File: config.mk
export PLATFORM = sky130hd
export DESIGN_NAME = sadc_standby_ctrl
export DESIGN_NICKNAME = d
export VERILOG_FILES = /design/src/rtl/sadc_pkg.sv /design/src/rtl/sadc_sync.sv /design/src/rtl/sadc_frame.sv /design/src/rtl/sadc_power.sv /design/src/rtl/sadc_sdo_gate.sv /design/src/rtl/sadc_standby_ctrl.sv
export SDC_FILE = /design/constraint.sdc
export NUM_CORES = 1
export LEC_CHECK = 0
export ABC_CLOCK_PERIOD_IN_PS = 2200
export BUFFER_PORTS_ARGS = -buffer_cell sky130_fd_sc_hd__buf_2
export CORE_ASPECT_RATIO = 0.7
export CORE_MARGIN = 2
export CORE_UTILIZATION = 56
export DETAILED_ROUTE_END_ITERATION = 16
export GPL_ROUTABILITY_DRIVEN = 1
export PLACE_DENSITY = 0.8
export SLEW_MARGIN = 0
export SYNTH_ARGS = -nofsm -noshare
export SYNTH_HDL_FRONTEND = slang
export SYNTH_SLANG_ARGS = --single-unit
File: constraint.sdc
create_clock -name clk -period 2.2 [get_ports clk]
set_clock_uncertainty 0.1 [all_clocks]
set_input_delay 0.11 -clock clk [delete_from_list [all_inputs] [get_ports clk]]
set_output_delay 0.11 -clock clk [all_outputs]
set_load 0.01 [all_outputs]
File: src/rtl/sadc_pkg.sv
package sadc_pkg;
  localparam int OP_W     = 4;
  localparam int FIELD_W  = 12;
  localparam int WORD_W   = OP_W + FIELD_W;
  localparam int EDGE_W   = 6;
  localparam int EDGE_MAX = (1 << EDGE_W) - 1;

  localparam logic [OP_W-1:0] OP_CFG  = 4'b1000;
  localparam logic [OP_W-1:0] OP_REFA = 4'b1001;
  localparam logic [OP_W-1:0] OP_REFB = 4'b1010;

  localparam int BIT_STBY   = 5;
  localparam int BIT_REFKEEP = 6;

  typedef struct packed {
    logic [OP_W-1:0]    op;
    logic [FIELD_W-1:0] data;
    logic [EDGE_W-1:0]  edges;
  } frame_t;
endpackage

File: src/rtl/sadc_sync.sv
module sadc_sync #(
  parameter int W      = 1,
  parameter int STAGES = 2
) (
  input  logic         clk,
  input  logic         rst_n,
  input  logic [W-1:0] rst_val,
  input  logic [W-1:0] d,
  output logic [W-1:0] q
);
  logic [W-1:0] stage_q [STAGES];

  always_ff @(posedge clk or negedge rst_n) begin
    if (!rst_n) begin
      for (int s = 0; s < STAGES; s++) stage_q[s] <= rst_val;
    end else begin
      stage_q[0] <= d;
      for (int s = 1; s < STAGES; s++) stage_q[s] <= stage_q[s-1];
    end
  end

  assign q = stage_q[STAGES-1];
endmodule

File: src/rtl/sadc_frame.sv
module sadc_frame
  import sadc_pkg::*;
(
  input  logic   clk,
  input  logic   rst_n,
  input  logic   cs_s,
  input  logic   sclk_s,
  input  logic   sdi_s,
  output logic   frame_end,
  output frame_t frame
);
  logic              cs_q;
  logic              sclk_q;
  logic [EDGE_W-1:0] edge_cnt;
  logic [WORD_W-1:0] shift_q;
  logic              sclk_fall;

  assign sclk_fall = sclk_q & ~sclk_s;
  assign frame_end = cs_s & ~cs_q;

  always_ff @(posedge clk or negedge rst_n) begin
    if (!rst_n) begin
      cs_q     <= 1'b1;
      sclk_q   <= 1'b0;
      edge_cnt <= '0;
      shift_q  <= '0;
    end else begin
      cs_q   <= cs_s;
      sclk_q <= sclk_s;
      if (cs_s) begin
        edge_cnt <= '0;
        shift_q  <= '0;
      end else if (sclk_fall) begin
        if (edge_cnt != EDGE_W'(EDGE_MAX)) edge_cnt <= edge_cnt + 1'b1;
        if (edge_cnt < EDGE_W'(WORD_W)) shift_q <= {shift_q[WORD_W-2:0], sdi_s};
      end
    end
  end

  assign frame.op    = shift_q[WORD_W-1 -: OP_W];
  assign frame.data  = shift_q[FIELD_W-1:0];
  assign frame.edges = edge_cnt;
endmodule

File: src/rtl/sadc_power.sv
module sadc_power
  import sadc_pkg::*;
#(
  parameter int PU_CYCLES  = 100,
  parameter int EXIT_EDGES = 48,
  parameter int CNT_W      = $clog2(PU_CYCLES + 1)
) (
  input  logic               clk,
  input  logic               rst_n,
  input  logic               frame_end,
  input  frame_t             frame,
  output logic [FIELD_W-1:0] cfg,
  output logic [FIELD_W-1:0] refdac_a,
  output logic [FIELD_W-1:0] refdac_b,
  output logic               standby,
  output logic               ref_pd,
  output logic               ready
);
  localparam logic [EDGE_W-1:0] MIN_WR = EDGE_W'(WORD_W);
  localparam logic [EDGE_W-1:0] MIN_EX = EDGE_W'(EXIT_EDGES);

  logic [CNT_W-1:0] pu_cnt;
  logic             full_word;
  logic             long_frame;
  logic             is_cfg;

  assign full_word  = frame.edges >= MIN_WR;
  assign long_frame = frame.edges >= MIN_EX;
  assign is_cfg     = frame.op == OP_CFG;

  always_ff @(posedge clk or negedge rst_n) begin
    if (!rst_n) begin
      cfg      <= '0;
      refdac_a <= '0;
      refdac_b <= '0;
      standby  <= 1'b0;
      pu_cnt   <= '0;
    end else begin
      if (pu_cnt != '0) pu_cnt <= pu_cnt - 1'b1;
      if (frame_end) begin
        if (!standby) begin
          if (full_word) begin
            if (is_cfg) begin
              cfg <= frame.data;
              if (frame.data[BIT_STBY]) begin
                standby <= 1'b1;
                if (!frame.data[BIT_REFKEEP]) begin
                  refdac_a <= '0;
                  refdac_b <= '0;
                end
              end
            end else if (frame.op == OP_REFA) begin
              refdac_a <= frame.data;
            end else if (frame.op == OP_REFB) begin
              refdac_b <= frame.data;
            end
          end
        end else if (is_cfg && long_frame && !frame.data[BIT_STBY]) begin
          cfg     <= frame.data;
          standby <= 1'b0;
          pu_cnt  <= CNT_W'(PU_CYCLES);
        end
      end
    end
  end

  assign ref_pd = standby & ~cfg[BIT_REFKEEP];
  assign ready  = ~standby & (pu_cnt == '0);
endmodule

File: src/rtl/sadc_sdo_gate.sv
module sadc_sdo_gate #(
  parameter int LANES = 2
) (
  input  logic             standby,
  input  logic             cs_n,
  input  logic [LANES-1:0] conv,
  output logic [LANES-1:0] sdo,
  output logic             oe
);
  for (genvar l = 0; l < LANES; l++) begin : g_lane
    assign sdo[l] = standby ? 1'b1 : conv[l];
  end
  assign oe = ~cs_n;
endmodule

File: src/rtl/sadc_standby_ctrl.sv
module sadc_standby_ctrl
  import sadc_pkg::*;
#(
  parameter int PU_CYCLES  = 100,
  parameter int EXIT_EDGES = 48
) (
  input  logic               clk,
  input  logic               rst_n,
  input  logic               cs_n_i,
  input  logic               sclk_i,
  input  logic               sdi_i,
  input  logic               conv_a_i,
  input  logic               conv_b_i,
  output logic               sdo_a_o,
  output logic               sdo_b_o,
  output logic               sdo_oe_o,
  output logic [FIELD_W-1:0] cfg_o,
  output logic               circ_pd_o,
  output logic               ref_pd_o,
  output logic               ready_o,
  output logic [FIELD_W-1:0] refdac_a_o,
  output logic [FIELD_W-1:0] refdac_b_o
);
  logic [2:0] pins_s;
  logic       frame_end;
  frame_t     frame;
  logic       standby;
  logic [1:0] sdo;

  sadc_sync #(.W(3), .STAGES(2)) u_sync (
    .clk     (clk),
    .rst_n   (rst_n),
    .rst_val (3'b100),
    .d       ({cs_n_i, sclk_i, sdi_i}),
    .q       (pins_s)
  );

  sadc_frame u_frame (
    .clk       (clk),
    .rst_n     (rst_n),
    .cs_s      (pins_s[2]),
    .sclk_s    (pins_s[1]),
    .sdi_s     (pins_s[0]),
    .frame_end (frame_end),
    .frame     (frame)
  );

  sadc_power #(.PU_CYCLES(PU_CYCLES), .EXIT_EDGES(EXIT_EDGES)) u_power (
    .clk       (clk),
    .rst_n     (rst_n),
    .frame_end (frame_end),
    .frame     (frame),
    .cfg       (cfg_o),
    .refdac_a  (refdac_a_o),
    .refdac_b  (refdac_b_o),
    .standby   (standby),
    .ref_pd    (ref_pd_o),
    .ready     (ready_o)
  );

  sadc_sdo_gate #(.LANES(2)) u_gate (
    .standby (standby),
    .cs_n    (cs_n_i),
    .conv    ({conv_b_i, conv_a_i}),
    .sdo     (sdo),
    .oe      (sdo_oe_o)
  );

  assign sdo_a_o   = sdo[0];
  assign sdo_b_o   = sdo[1];
  assign circ_pd_o = standby;
endmodule

==> reports/metrics.csv <==
stage,metric,value,unit
logic_synthesis,"Distinct cells, synth",43,
logic_synthesis,ys flop type,dfrtp_1,
critical_path,WS Path Type,reg2reg,
critical_path,Arrival @ worst endpoint,2160,ps
critical_path,setup slack on the worst flop-to-flop path,170,ps
clocking,CTS tree,built,
logic_synthesis,synth cell count leaders,"dfrtp_1, nand2_1, a21oi_1, nand3_1, nor2_1",
logic_synthesis,Synth Area per Inst,10.5,um2
critical_path,"delay-heaviest family, CP",simple AND/OR/NAND/NOR gates,
clocking,CTS root buffer,clkbuf_8,
critical_path,FF-to-FF End,u_power.cfg[1]$_DFFE_PN0P_,
logic_synthesis,Yosys top cell by area,dfrtp_1,
global_routing,vias in the first global route,2254,
drt,max layer used,met4,
critical_path,Worst R2R Path Depth,4,
clocking,"CTS clk-pin slew, worst paths",70,ps
logic_synthesis,Synth Register Bits,74,
cells_and_area,area grow syn2layout,18.4,%
timing,Final Max Slew Viols,0,
cells_and_area,layout cells sized above 1,22.8,%
cells_and_area,ant diodes,0,
timing,max_slew headroom,61.4,%
place,HPWL after detailed placement,4510,um
cells_and_area,"non-filler cells, final",432,
drt,WL per Instance,15.2,um
critical_path,Critical Path Fanout Max,12,
drt,met3 WL post-DR,638,um
floorplanning,chip height,66.6,um
clocking,Inserted Clock Buffers,9,
drt,Met2 Wirelength,2820,um
logic_synthesis,area share of the largest cell type after synthesis,56.7,%
place,GP Congestion,0.873,
cells_and_area,Fill cells,405,
drt,Total Wirelength,6560,um
power_and_ir_drop,total chip power,0.00246,W
floorplanning,Die ar.,0.00622,mm2
clocking,clock sinks,74,
timing,Setup-failing EPs final,0,
drt,DR iter-0 viols,211,
timing,total negative slack,0,ps
drt,Detail Route Antenna Nets,0,
job,max_cap viols,0,
critical_path,CP Data Required Time,2330,ps
global_routing,grt ovf,0,
global_routing,largest net degree at the start of global routing,50,
logic_synthesis,YS warnings,0,
place,DP Cell Count,413,
clocking,postcts setup bufs,0,
critical_path,"Slowest-stage cell, CP",or4b_1,
power_and_ir_drop,Leakage,2.00,nW
logic_synthesis,synthesized instance count,299,
clocking,Max H-tree Level,3,
drt,DRC Markers,0,
logic_synthesis,ys async rst share,100,%
drt,1st-pass router iterations,4,
clocking,latest clock arrival within the worst-skew pair,340,ps
timing,final critical-path share of the clock period,92.1,%
logic_synthesis,"EDFF count, synth",0,
power_and_ir_drop,Peak VDD IR,0.395,mV
floorplanning,CORE AREA,0.00531,mm2
timing,fmax,494,MHz
timing,Worst Max-Slew Pin Slew,579,ps
floorplanning,I/O pins,49,
floorplanning,starting density of the core,59.0,%
timing,final hold violation count,0,
logic_synthesis,Syn Nets,309,
power_and_ir_drop,Power Dens Cells,664,mW/mm2
clocking,Clock Path Buffers,2,
timing,post-route minimum period,2030,ps
critical_path,WP buf/inv,0,
critical_path,startpoint types,flop,
critical_path,max incr delay on CP,630,ps
critical_path,cell breakdown of the critical path,"or4b_1, nor2_4, o21a_4, mux2_2",
worst_hold_path,HP Class,in2async,
timing,RSZ-0062 raised after global routing,no,
global_routing,global-route wire length before repair,11000,um
drt,DR vias,2358,
cells_and_area,Nets,366,
logic_synthesis,post-synthesis sequential area ratio,59.2,%
critical_path,Reg-to-Reg Start,u_frame.shift_q[13]$_DFFE_PN0P_,
global_routing,GRT Overall Usage,23.7,%
floorplanning,Core Rows,22,
floorplanning,Die X,93.4,um
clocking,post_cts resized,0,
logic_synthesis,largest cells by area after synthesis,"dfrtp_1, nand2_1, a21oi_1, mux2_1, a21o_1",
outcome,outcome,finished clean,
global_routing,initial antenna violation count,0,
logic_synthesis,synthesized area,0.00314,mm2
drt,DR vias/cell,5.46,
logic_synthesis,cell with the most instances after synthesis,dfrtp_1,
critical_path,Crit. End Element,flop,
place,Port Buf Inserts,48,
drt,M1 WL,3050,um
[layout by cell type (no fill, tap or decap), types with 3 or more instances in the layout]
master	n
a21o_1	11
a21oi_1	25
and3_1	13
buf_2	48
buf_4	10
clkbuf_8	10
dfrtp_1	71
dfstp_2	3
dlygate4sd3_1	4
ha_1	3
inv_1	15
mux2_1	10
nand2_1	43
nand3_1	16
nor2_1	16
nor2b_1	4
o21ai_0	14
xor2_1	3
[worst reg2reg max path: cells and delay by family, from the launching register on]
kind | cells | cell delay, ps
AND/OR/NAND/NOR | 2 | 800
flip-flops | 1 | 420
multiplexers | 1 | 360
AO/OA/AOI/OAI | 1 | 250
[worst max-delay path by stage]
stage / from / end / slack (ps) / cells after the start
3_3_place_gp: u_frame.shift_q[13]$_DFFE_PN0P_ / u_power.cfg[0]$_DFFE_PN0P_ / 240 / 4
5_1_grt: u_frame.shift_q[13]$_DFFE_PN0P_ / u_power.cfg[1]$_DFFE_PN0P_ / 100 / 4
6_report: u_frame.shift_q[13]$_DFFE_PN0P_ / u_power.cfg[1]$_DFFE_PN0P_ / 170 / 4
4_1_cts: u_frame.shift_q[13]$_DFFE_PN0P_ / u_power.cfg[1]$_DFFE_PN0P_ / 180 / 4
3_5_place_dp: u_frame.shift_q[13]$_DFFE_PN0P_ / u_power.cfg[1]$_DFFE_PN0P_ / 200 / 4
2_1_floorplan: u_frame.shift_q[12]$_DFFE_PN0P_ / u_power.cfg[5]$_DFFE_PN0P_ / 200 / 6
[layout make-up]
type | count | area, um2 | area share [%]
flip-flops and latches | 74 | 1860 | 50.0
multi-input cells | 193 | 1150 | 31.0
repair buffers | 63 | 375 | 10.1
clock buffers | 12 | 145 | 3.91
well taps | 72 | 90.1 | 2.43
inverters | 15 | 56.3 | 1.52
clock inverters | 3 | 40.0 | 1.08
[where the power goes]
| part | switching (W) | internal, W | total, W |
|---|---|---|---|
| Sequential | 0.00000670 | 0.00137 | 0.00138 |
| Combinational | 0.0000557 | 0.0000255 | 0.0000812 |
| Clock | 0.000458 | 0.000546 | 0.00100 |
[metrics by stage]
step	hold WS (ps)	util, %	cell area [um2]	setup WS [ps]
after floorplan	-286	-	3140	199
after global placement	36.1	65.6	3490	241
after detailed placement	36.6	65.6	3490	200
after CTS	199	69.9	3710	176
after global routing	235	69.9	3710	101
final	207	69.9	3710	174
[cells by family after synthesis]
kind of cell	count (synthesis)	synth area share [%]
buf+inv	32	4.19
flops	74	59.2
fa+ha+maj	3	1.20
xor+xnor	4	1.12
mux	13	4.63
simple gates	111	17.7
compound gates	62	12.0
[timing repair]
item / 4_1_cts / 5_1_grt
hold buffers: 4 / 0
hold endpoints to repair: 28 / 0
setup endpoints to repair: 0 / 0
[registers in the layout, summed over array words and instances, names as in the netlist]
register          cells
u_frame.cs_q          1
u_power.standby       1
u_sync.stage_q        3
u_sync.q              3
u_frame.shift_q      16
u_power.pu_cnt        7
u_frame.edge_cnt      6
u_power.refdac_a     12
u_frame.sclk_q        1
u_power.refdac_b     12
u_power.cfg          12
[metal layers]
metal  vias up  GRT usage [%]
li1       1132              -
met4         0           6.99
met2       101           33.1
met5         -              0
met3        10           7.81
met1      1115           35.4
Power figures use the tool's default switching activity.
